`src/rtl/baud_pkg.sv`:
```
package baud_pkg;
  typedef enum logic [1:0] {
    OVS_16  = 2'b00,
    OVS_8   = 2'b01,
    OVS_4   = 2'b10,
    OVS_RSV = 2'b11
  } ovs_e;

  localparam logic [1:0] ADDR_INT_LO = 2'd0;
  localparam logic [1:0] ADDR_INT_HI = 2'd1;
  localparam logic [1:0] ADDR_FRAC   = 2'd2;
  localparam int         MODE_LSB    = 4;
  localparam int         NUM_CH      = 2;
endpackage

```
`src/rtl/baud_prescaler.sv`:
```
module baud_prescaler #(
  parameter int DIV = 4
) (
  input  logic clk_i,
  input  logic rst_ni,
  input  logic div_en_i,
  output logic tick_o
);
  localparam int PW = (DIV > 1) ? $clog2(DIV) : 1;
  localparam logic [PW-1:0] LAST = PW'(DIV - 1);

  logic [PW-1:0] pcnt_q;

  always_ff @(posedge clk_i or negedge rst_ni) begin
    if (!rst_ni)              pcnt_q <= '0;
    else if (!div_en_i)       pcnt_q <= '0;
    else if (pcnt_q == LAST)  pcnt_q <= '0;
    else                      pcnt_q <= pcnt_q + 1'b1;
  end

  assign tick_o = !div_en_i || (pcnt_q == LAST);

  // divided ticks never come back to back
  a_r2_tick_spacing: assert property (@(posedge clk_i) disable iff (!rst_ni)
    (div_en_i && tick_o) |=> (!div_en_i || !tick_o));
endmodule

```
`src/rtl/baud_regs.sv`:
```
module baud_regs import baud_pkg::*; #(
  parameter int DATA_W = 8,
  parameter int FRAC_W = 4
) (
  input  logic                  clk_i,
  input  logic                  rst_ni,
  input  logic                  wr_i,
  input  logic [1:0]            addr_i,
  input  logic [DATA_W-1:0]     data_i,
  output logic [2*DATA_W-1:0]   int_o,
  output logic [FRAC_W-1:0]     frac_o,
  output ovs_e                  mode_o
);
  logic [DATA_W-1:0] lo_q, hi_q;
  logic [FRAC_W-1:0] frac_q;
  logic [1:0]        mode_q;

  always_ff @(posedge clk_i or negedge rst_ni) begin
    if (!rst_ni) begin
      lo_q   <= DATA_W'(1);
      hi_q   <= '0;
      frac_q <= '0;
      mode_q <= OVS_16;
    end else if (wr_i) begin
      case (addr_i)
        ADDR_INT_LO: lo_q <= data_i;
        ADDR_INT_HI: hi_q <= data_i;
        ADDR_FRAC: begin
          frac_q <= data_i[FRAC_W-1:0];
          mode_q <= data_i[MODE_LSB +: 2];
        end
        default: ;
      endcase
    end
  end

  assign int_o  = {hi_q, lo_q};
  assign frac_o = frac_q;
  assign mode_o = ovs_e'(mode_q);
endmodule

```
`src/rtl/baud_frac_div.sv`:
```
module baud_frac_div #(
  parameter int INT_W  = 16,
  parameter int FRAC_W = 4
) (
  input  logic              clk_i,
  input  logic              rst_ni,
  input  logic              tick_i,
  input  logic              restart_i,
  input  logic [INT_W-1:0]  int_i,
  input  logic [FRAC_W-1:0] frac_i,
  output logic              evt_o,
  output logic              samp_o
);
  localparam int CNT_W = INT_W + 1;

  logic [INT_W-1:0]  int_eff;
  logic [CNT_W-1:0]  len_m1, cnt_q;
  logic [FRAC_W-1:0] acc_q;
  logic [FRAC_W:0]   acc_sum;
  logic              extra_q, samp_q;

  assign int_eff = (int_i == '0) ? INT_W'(1) : int_i;
  assign len_m1  = CNT_W'(int_eff) - CNT_W'(1) + CNT_W'(extra_q);
  assign acc_sum = {1'b0, acc_q} + {1'b0, frac_i};
  assign evt_o   = tick_i && !restart_i && (cnt_q == len_m1);

  always_ff @(posedge clk_i or negedge rst_ni) begin
    if (!rst_ni) begin
      cnt_q <= '0; acc_q <= '0; extra_q <= 1'b0; samp_q <= 1'b0;
    end else if (restart_i) begin
      cnt_q <= '0; acc_q <= '0; extra_q <= 1'b0; samp_q <= 1'b0;
    end else begin
      samp_q <= evt_o;
      if (evt_o) begin
        cnt_q   <= '0;
        acc_q   <= acc_sum[FRAC_W-1:0];
        extra_q <= acc_sum[FRAC_W];   // carry stretches next period by one tick
      end else if (tick_i) begin
        cnt_q <= cnt_q + 1'b1;
      end
    end
  end

  assign samp_o = samp_q;

  // period counter never passes integer+extra
  a_r4_cnt_bound: assert property (@(posedge clk_i) disable iff (!rst_ni)
    cnt_q <= CNT_W'(int_eff));
  // restart suppresses the pulse
  a_r11_restart_quiet: assert property (@(posedge clk_i) disable iff (!rst_ni)
    restart_i |=> !samp_q);
  // pulses only follow a prescaler tick
  a_r2_samp_on_tick: assert property (@(posedge clk_i) disable iff (!rst_ni)
    samp_q |-> $past(tick_i));
endmodule

```
`src/rtl/baud_bit_cnt.sv`:
```
module baud_bit_cnt import baud_pkg::*; (
  input  logic clk_i,
  input  logic rst_ni,
  input  logic evt_i,
  input  logic restart_i,
  input  ovs_e mode_i,
  output logic bit_o
);
  logic [3:0] last_idx, bcnt_q;
  logic       bit_q;

  always_comb begin
    case (mode_i)
      OVS_8:   last_idx = 4'd7;
      OVS_4:   last_idx = 4'd3;
      default: last_idx = 4'd15;   // 16X and reserved code
    endcase
  end

  always_ff @(posedge clk_i or negedge rst_ni) begin
    if (!rst_ni) begin
      bcnt_q <= '0; bit_q <= 1'b0;
    end else if (restart_i) begin
      bcnt_q <= '0; bit_q <= 1'b0;
    end else begin
      bit_q <= evt_i && (bcnt_q == last_idx);
      if (evt_i) bcnt_q <= (bcnt_q == last_idx) ? 4'd0 : bcnt_q + 4'd1;
    end
  end

  assign bit_o = bit_q;

  // sample index stays inside the selected ratio
  a_r6_bcnt_bound: assert property (@(posedge clk_i) disable iff (!rst_ni)
    bcnt_q <= last_idx);
  // restart clears the bit enable
  a_r10_restart_clears: assert property (@(posedge clk_i) disable iff (!rst_ni)
    restart_i |=> !bit_q);
endmodule

```
`src/rtl/frac_baud_gen.sv`:
```
module frac_baud_gen import baud_pkg::*; #(
  parameter int DATA_W  = 8,
  parameter int FRAC_W  = 4,
  parameter int PRE_DIV = 4
) (
  input  logic              clk_i,
  input  logic              rst_ni,
  input  logic              div4_i,
  input  logic              wr_en_i,
  input  logic              wr_ch_i,
  input  logic [1:0]        wr_addr_i,
  input  logic [DATA_W-1:0] wr_data_i,
  output logic              tx_samp_o,
  output logic              tx_bit_o,
  output logic              rx_samp_o,
  output logic              rx_bit_o
);
  localparam int INT_W = 2 * DATA_W;

  logic              tick;
  logic [NUM_CH-1:0] samp, bitr;

  baud_prescaler #(.DIV(PRE_DIV)) u_pre (
    .clk_i, .rst_ni, .div_en_i(div4_i), .tick_o(tick)
  );

  for (genvar c = 0; c < NUM_CH; c++) begin : g_ch
    logic              wr_hit, evt;
    logic [INT_W-1:0]  int_v;
    logic [FRAC_W-1:0] frac_v;
    ovs_e              mode_v;

    assign wr_hit = wr_en_i && (wr_ch_i == 1'(c));

    baud_regs #(.DATA_W(DATA_W), .FRAC_W(FRAC_W)) u_regs (
      .clk_i, .rst_ni, .wr_i(wr_hit), .addr_i(wr_addr_i), .data_i(wr_data_i),
      .int_o(int_v), .frac_o(frac_v), .mode_o(mode_v)
    );

    baud_frac_div #(.INT_W(INT_W), .FRAC_W(FRAC_W)) u_div (
      .clk_i, .rst_ni, .tick_i(tick), .restart_i(wr_hit),
      .int_i(int_v), .frac_i(frac_v), .evt_o(evt), .samp_o(samp[c])
    );

    baud_bit_cnt u_bit (
      .clk_i, .rst_ni, .evt_i(evt), .restart_i(wr_hit),
      .mode_i(mode_v), .bit_o(bitr[c])
    );

    // bit enable always rides on a sampling pulse
    a_r6_bit_on_samp: assert property (@(posedge clk_i) disable iff (!rst_ni)
      bitr[c] |-> samp[c]);
  end

  assign tx_samp_o = samp[0];
  assign tx_bit_o  = bitr[0];
  assign rx_samp_o = samp[1];
  assign rx_bit_o  = bitr[1];
endmodule

```
`config.mk`:
```
export PLATFORM = sky130hd
export DESIGN_NAME = frac_baud_gen
export DESIGN_NICKNAME = d
export VERILOG_FILES = /design/src/rtl/baud_pkg.sv /design/src/rtl/baud_prescaler.sv /design/src/rtl/baud_regs.sv /design/src/rtl/baud_frac_div.sv /design/src/rtl/baud_bit_cnt.sv /design/src/rtl/frac_baud_gen.sv
export SDC_FILE = /design/constraint.sdc
export NUM_CORES = 1
export LEC_CHECK = 0
export BUFFER_PORTS_ARGS = -buffer_cell sky130_fd_sc_hd__buf_2
export CAP_MARGIN = 20
export CORE_AREA = 2 2 109 111
export CTS_CLUSTER_SIZE = 40
export DETAILED_ROUTE_END_ITERATION = 10
export DIE_AREA = 0 0 111 113
export PLACE_DENSITY_LB_ADDON = 0.05
export SETUP_SLACK_MARGIN = 0.3
export SLEW_MARGIN = 10
export SYNTH_ARGS = -nofsm -noshare
export SYNTH_HDL_FRONTEND = slang
export SYNTH_SLANG_ARGS = --single-unit
export TNS_END_PERCENT = 20
```
`constraint.sdc`:
```
create_clock -name clk_i -period 8.6 [get_ports clk_i]
set_clock_uncertainty 0.2 [all_clocks]
set_input_delay 0.43 -clock clk_i [delete_from_list [all_inputs] [get_ports clk_i]]
set_output_delay 0.43 -clock clk_i [all_outputs]
set_load 0.005 [all_outputs]
```
* Word level (Yosys, flattened, before mapping)
Cells that the tools add are included.
Operators by class: add/subtract/negate cells 11, equal/unequal tests 11, muxes and demuxes 30, bitwise operators 1, reductions and logical operators 25
Operators with widths (number):
- $mux 17 | 6
- $mux 4 | 10
- $add 17x1->17 | 2
- $add 17x1->17 const B | 2
- $eq 17x17->1 | 2
- $sub 16x1->17 const B | 2
- $logic_not 16->1 | 2
- $mux 16 | 2
- $pmux 4 s2 | 2
- $reduce_and 2->1 | 6
- $add 4x4->5 | 2
- $add 4x1->4 const B | 2
- $eq 2x2->1 const B | 4
- $eq 4x4->1 | 2
- $logic_and 1x1->1 | 8
- $mux 1 | 8
- $eq 2x1->1 const B | 3
- $reduce_bool 3->1 | 2
- $mux 2 | 2
- $reduce_bool 2->1 | 2
- $logic_not 1->1 | 3
- $add 2x1->2 const B | 1
- $logic_not 2->1 | 1
- $logic_or 1x1->1 | 1
- $not 1->1 | 1
Word-level totals: register bits after elaboration 102, output and inout bits 4, word-level logic and storage cells 99

* Depth between registers and ports, before layout
depth in word-level cells 8, depth in mapped cells 15, depth with buffers taken out 13

* Cells and area by module
From an unflattened synthesis, not the netlist that was laid out.
Unflattened totals: cell total of the unflattened synthesis 556, area total of the unflattened synthesis 6113.4 um2
Modules (own cells, without submodules):
- baud_frac_div | instances 2, cells each 199, area an instance 1879.3 um2
- baud_regs | instances 2, cells each 47, area an instance 837.1 um2
- baud_bit_cnt | instances 2, cells each 28, area an instance 287.8 um2
- baud_prescaler | instances 1, cells each 6, area an instance 88.8 um2
- frac_baud_gen | instances 1, cells each 2, area an instance 16.3 um2

* Least setup slack after synthesis
No wires, ideal clock.
path type flip-flop to flip-flop, start point reg g_ch[0].u_regs.lo_q[7], end point reg g_ch[0].u_div.cnt_q[14], arrival time 3.405 ns, data required time 8.281 ns, setup slack 4.877 ns, cell stages (with the launch flop) 16, path buffers 2, clock period less this slack 3.723 ns, path through dfrtp_1 -> nor4_1 -> nand3b_1 -> nor2_1 -> a31oi_1 -> ha_1 -> ha_1 -> xor2_1 -> nand4_1 -> a211oi_1 -> nand4_1 -> or4_1 -> buf_2 -> o21ai_4 -> buf_6 -> nor2_1
On the way: word-level cells in the longest chain between the ends 8
Ends and longest elaborated chain:
- start: declaration | RTL line baud_regs.sv:14 | logic [DATA_W-1:0] lo_q, hi_q;
- start signal: assignment | RTL line baud_regs.sv:26 | ADDR_INT_LO: lo_q <= data_i;
- $logic_not 16->1 | RTL line baud_frac_div.sv:22 | assign int_eff = (int_i == '0) ? INT_W'(1) : int_i;
- $mux 16 * | RTL line baud_frac_div.sv:22
- $sub 16x1->17 * | RTL line baud_frac_div.sv:23 | assign len_m1 = CNT_W'(int_eff) - CNT_W'(1) + CNT_W'(extra_q);
- $add 17x1->17 * | RTL line baud_frac_div.sv:23
- $eq 17x17->1 * | RTL line baud_frac_div.sv:25 | assign evt_o = tick_i && !restart_i && (cnt_q == len_m1);
- $logic_and 1x1->1 * | RTL line baud_frac_div.sv:25
- $mux 17 | RTL line baud_frac_div.sv:34 | if (evt_o) begin
- $mux 17 | RTL line baud_frac_div.sv:30 | end else if (restart_i) begin
- end signal: assignment | RTL line baud_frac_div.sv:39 | cnt_q <= cnt_q + 1'b1;
- end: declaration | RTL line baud_frac_div.sv:17 | logic [CNT_W-1:0] len_m1, cnt_q;
Every way passes the cells marked *; elsewhere a longest branch is shown, timed or not. A chain may end at the register's enable or synchronous reset.

* Worst setup path after layout
start point reg g_ch[0].u_regs.lo_q[7], end point reg g_ch[0].u_div.cnt_q[15]
The elaborated chain is that of the path after synthesis.

==> metrics.txt <==
# TYPE chip_impl_metric gauge
chip_impl_metric{name="post-route-min-period",unit="ns"} 4.24
chip_impl_metric{name="post_cts.resized_instances",unit=""} 0
chip_impl_metric{name="dp_hpwl",unit="mm"} 9.55
chip_impl_metric{name="design.core.area",unit="um^2"} 11300
chip_impl_metric{name="finalPower",unit="mW"} 1.30
chip_impl_metric{name="finalHoldViolations",unit=""} 0
chip_impl_metric{name="initialDrtViolationCount",unit=""} 194
chip_impl_metric{name="synth_fp_nets",unit=""} 625
chip_impl_metric{name="cts_made_buffers",unit=""} 9
chip_impl_info{name="critical_path.slowest_cell",value="sky130_fd_sc_hd__or4_1"} 1
chip_impl_metric{name="power.static_leakage",unit="nW"} 2.82
chip_impl_info{name="holdCritPathClass",value="input pin to flip-flop"} 1
chip_impl_metric{name="floorplan.die_area",unit="um^2"} 12500
chip_impl_metric{name="use_met2",unit=""} 0.402
chip_impl_metric{name="grt_overflow",unit=""} 0
chip_impl_metric{name="critPathMaxFanout",unit=""} 15
chip_impl_info{name="setup.worst_path.start_class",value="flip-flop"} 1
chip_impl_metric{name="grt.met3_usage",unit=""} 0.0503
chip_impl_metric{name="power_density",unit="nW/um^2"} 198
chip_impl_metric{name="fmaxAchievable",unit="MHz"} 236
chip_impl_metric{name="critical_path.max_stage_delay",unit="ns"} 0.73
chip_impl_metric{name="ys_seq_elements",unit=""} 102
chip_impl_metric{name="nets",unit=""} 641
chip_impl_metric{name="post_synth_num_cell_types",unit=""} 64
chip_impl_metric{name="timing.slew.headroom",unit=""} 0.461
chip_impl_metric{name="wire_length_of_the_first_global_routing_pass",unit="mm"} 22.8
chip_impl_metric{name="max-clock-path-buffers",unit=""} 2
chip_impl_metric{name="timing.final.crit_share",unit=""} 0.493
chip_impl_metric{name="rows",unit=""} 39
chip_impl_metric{name="vertical_die_dimension",unit="um"} 113
chip_impl_metric{name="proportion_of_register_bits_with_asynchronous_set_or_reset_after_synthesis",unit=""} 1.00
chip_impl_metric{name="use_met1",unit=""} 0.283
chip_impl_metric{name="final_layout_size_suffix_gt1_frac",unit=""} 0.159
chip_impl_info{name="unrepaired_setup_endpoints_after_global_routing",value="false"} 1
chip_impl_info{name="critPathKind",value="flip-flop to flip-flop"} 1
chip_impl_metric{name="drt_pass1_iterations",unit=""} 4
chip_impl_metric{name="synth_sequential_area_ratio",unit=""} 0.425
chip_impl_metric{name="tightestPinTransition",unit="ns"} 0.807
chip_impl_metric{name="netlist_instances",unit=""} 589
chip_impl_metric{name="report.final.slew_viol_count",unit=""} 0
chip_impl_metric{name="grtUsageTotal",unit=""} 0.228
chip_impl_metric{name="worst_setup_hold_path_clk_slew",unit="ns"} 0.07
chip_impl_metric{name="fin_tns_setup",unit="ns"} 0
chip_impl_info{name="gr-max-usage-layer",value="met2"} 1
chip_impl_metric{name="overall_via_count_from_detail_route",unit=""} 4371
chip_impl_metric{name="cts_setup_buffers",unit=""} 0
chip_impl_metric{name="worstPathArrival",unit="ns"} 4.25
chip_impl_metric{name="placement.io_buffers",unit=""} 18
chip_impl_info{name="synth_top_flop_cell",value="sky130_fd_sc_hd__dfrtp_1"} 1
chip_impl_metric{name="vias_per_cell",unit=""} 5.80
chip_impl_metric{name="syn-cell-area",unit="um^2"} 6010
chip_impl_info{name="tritoncts_clock_tree",value="yes"} 1
chip_impl_metric{name="cts.sinks",unit=""} 102
chip_impl_metric{name="antenna_violating_nets_post_route",unit=""} 0
chip_impl_metric{name="synthesis.yosys.warnings",unit=""} 0
chip_impl_metric{name="synth_enable_flop_cells",unit=""} 0
chip_impl_metric{name="peak_supply_drop",unit="uV"} 176
chip_impl_info{name="cts.root.buffer_cell",value="sky130_fd_sc_hd__clkbuf_16"} 1
chip_impl_metric{name="area_delta_synth_final",unit="%"} 9.06
chip_impl_metric{name="final.hold.worst_slack",unit="ns"} 0.141
chip_impl_metric{name="die_width",unit="um"} 111
chip_impl_metric{name="maximum_number_of_pins_on_one_net_before_global_route_repair",unit=""} 81
chip_impl_metric{name="drt_drc_violations_left",unit=""} 0
chip_impl_metric{name="setup-violations-final",unit=""} 0
chip_impl_metric{name="start_util",unit=""} 0.533
chip_impl_metric{name="overall_routed_net_length",unit="mm"} 13.1
chip_impl_metric{name="clock_latency",unit="ns"} 0.35
chip_impl_info{name="run_status",value="completed"} 1
chip_impl_metric{name="antenna_found_initial",unit=""} 0
chip_impl_metric{name="timing.max_cap.violations",unit=""} 0
chip_impl_info{name="crit_path_cell_trace",value="nor4_1 -> nand3b_1 -> nor2_1 -> a31oi_1 -> ha_1 -> ha_1 -> xor2_1 -> nand4_1 -> a211oi_1 -> nand4_1 -> or4_1 -> o21ai_4 -> nor2_1"} 1
chip_impl_metric{name="io-pin-count",unit=""} 19
chip_impl_metric{name="grt_pass1_vias",unit=""} 4497
chip_impl_metric{name="cp.required",unit="ns"} 8.62
chip_impl_metric{name="cts_hold_buf",unit=""} 1
chip_impl_info{name="critPathCaptureType",value="flip-flop"} 1
chip_impl_metric{name="post_drt_wl_per_cell",unit="um"} 17.3
chip_impl_metric{name="cts-htree-levels",unit=""} 3
chip_impl_metric{name="synth_area_per_cell",unit="um^2"} 10.2
chip_impl_metric{name="insertedDiodeCount",unit=""} 0
chip_impl_metric{name="gp_congestion",unit=""} 0.848
==> cells in the final DEF (no fill, tap or decap), drive strengths merged, types with 9 or more instances in the layout <==
cell type and instances:
xor2 42, clkbuf 14, nor3 16, dfrtp 100, and3 10, a21oi 13, nand3 20, mux2 40
ha 19, nand2 43, inv 18, buf 23, o21ai 21, nor4 12, nor2 50, or3 9
mux2i 14, xnor2 35, nand4 15
==> cells by family after synthesis <==
logic type | count (synthesis) | synth area share
AOI/OAI and AO/OA | 71 | 0.0816
xor gates and xnor gates | 77 | 0.112
adders and majority gates | 21 | 0.0462
buffers and inverters | 37 | 0.0258
DFF | 102 | 0.425
muxes | 54 | 0.0983
and+or+nand+nor | 227 | 0.211
==> metal layers <==
layer  routed length [um]  up-vias
met5                    0        -
met4                  258        0
met3                  348       22
met2                 6520       82
met1                 5940     2132
li1                     -     2135
==> per-stage QoR <==
stage               instances   util  area (um^2)  setup slack (ns)
CTS                       750  0.578         6520              4.32
detailed placement        733  0.551         6210              4.36
floorplan                 589      -         6010              4.88
finish                    753  0.581         6550              4.36
global placement          733  0.551         6210              4.45
global route              753  0.581         6550              4.01
==> cells in the mapped netlist, drive strengths merged (6+ instances only) <==
cell type,n,share of area
nor3b,7,0.010
ha,19,0.040
nand2,43,0.027
o21ai,21,0.021
buf,8,0.0077
nor2,50,0.032
a31oi,6,0.0062
mux2i,14,0.023
or3,9,0.010
nand3,20,0.017
mux2,40,0.075
nor3,16,0.013
xnor2,35,0.051
nor4,12,0.016
dfrtp,100,0.42
nor2b,7,0.0073
and3,10,0.010
xor2,42,0.061
clkbuf,11,0.0069
a21oi,13,0.011
inv,18,0.011
nand4,15,0.017
==> critical path: cells and delay by family, from the launching register on <==
family / cells / cell delay, ns
simple gates: 7 / 2.02
flops: 1 / 0.44
xor+xnor: 1 / 0.15
fa+ha+maj: 2 / 0.51
compound gates: 3 / 0.79
==> state kept, by name, summed over array words and instances (netlist names) <==
name                count
g_ch.u_div.samp_o       2
g_ch.u_bit.bit_o        2
g_ch.u_regs.mode_o      4
g_ch.u_div.cnt_q       34
g_ch.u_regs.lo_q       16
g_ch.u_regs.hi_q       16
g_ch.u_div.extra_q      2
g_ch.u_bit.bcnt_q       8
u_pre.pcnt_q            2
g_ch.u_regs.frac_o      8
g_ch.u_div.acc_q        8
==> report_power, final <==
part           switching (mW)  internal (mW)  leakage, nW
Clock                   0.176          0.228        0.149
Combinational           0.142          0.135         1.35
Sequential             0.0788          0.535         1.33
Total                   0.397          0.898         2.82
==> final timing paths <==
kind,start,to,slack [ns],depth (start not counted)
setup reg to reg,g_ch[0].u_regs.lo_q[7],g_ch[0].u_div.cnt_q[15],4.36,13
setup / recovery,g_ch[0].u_regs.lo_q[7],g_ch[0].u_div.cnt_q[15],4.36,13
hold / removal,div4_i,u_pre.pcnt_q[1],0.14,2
min in group asynchronous,rst_ni,g_ch[1].u_div.acc_q[1],0.30,2
max in group asynchronous,rst_ni,g_ch[0].u_regs.lo_q[0],6.95,4
hold reg to reg,u_pre.pcnt_q[0],u_pre.pcnt_q[0],0.24,1
==> layout make-up <==
| class | count | area, um^2 |
|---|---|---|
| fill | 995 | 4720 |
| multi-input combinational | 450 | 3300 |
| tap | 143 | 179 |
| sequential | 102 | 2550 |
| clock buffer | 14 | 284 |
| inverter | 18 | 67.6 |
| clock inverter | 2 | 13.8 |
| timing repair buffer | 24 | 155 |
Note: power is estimated with default switching activity, not from simulation.
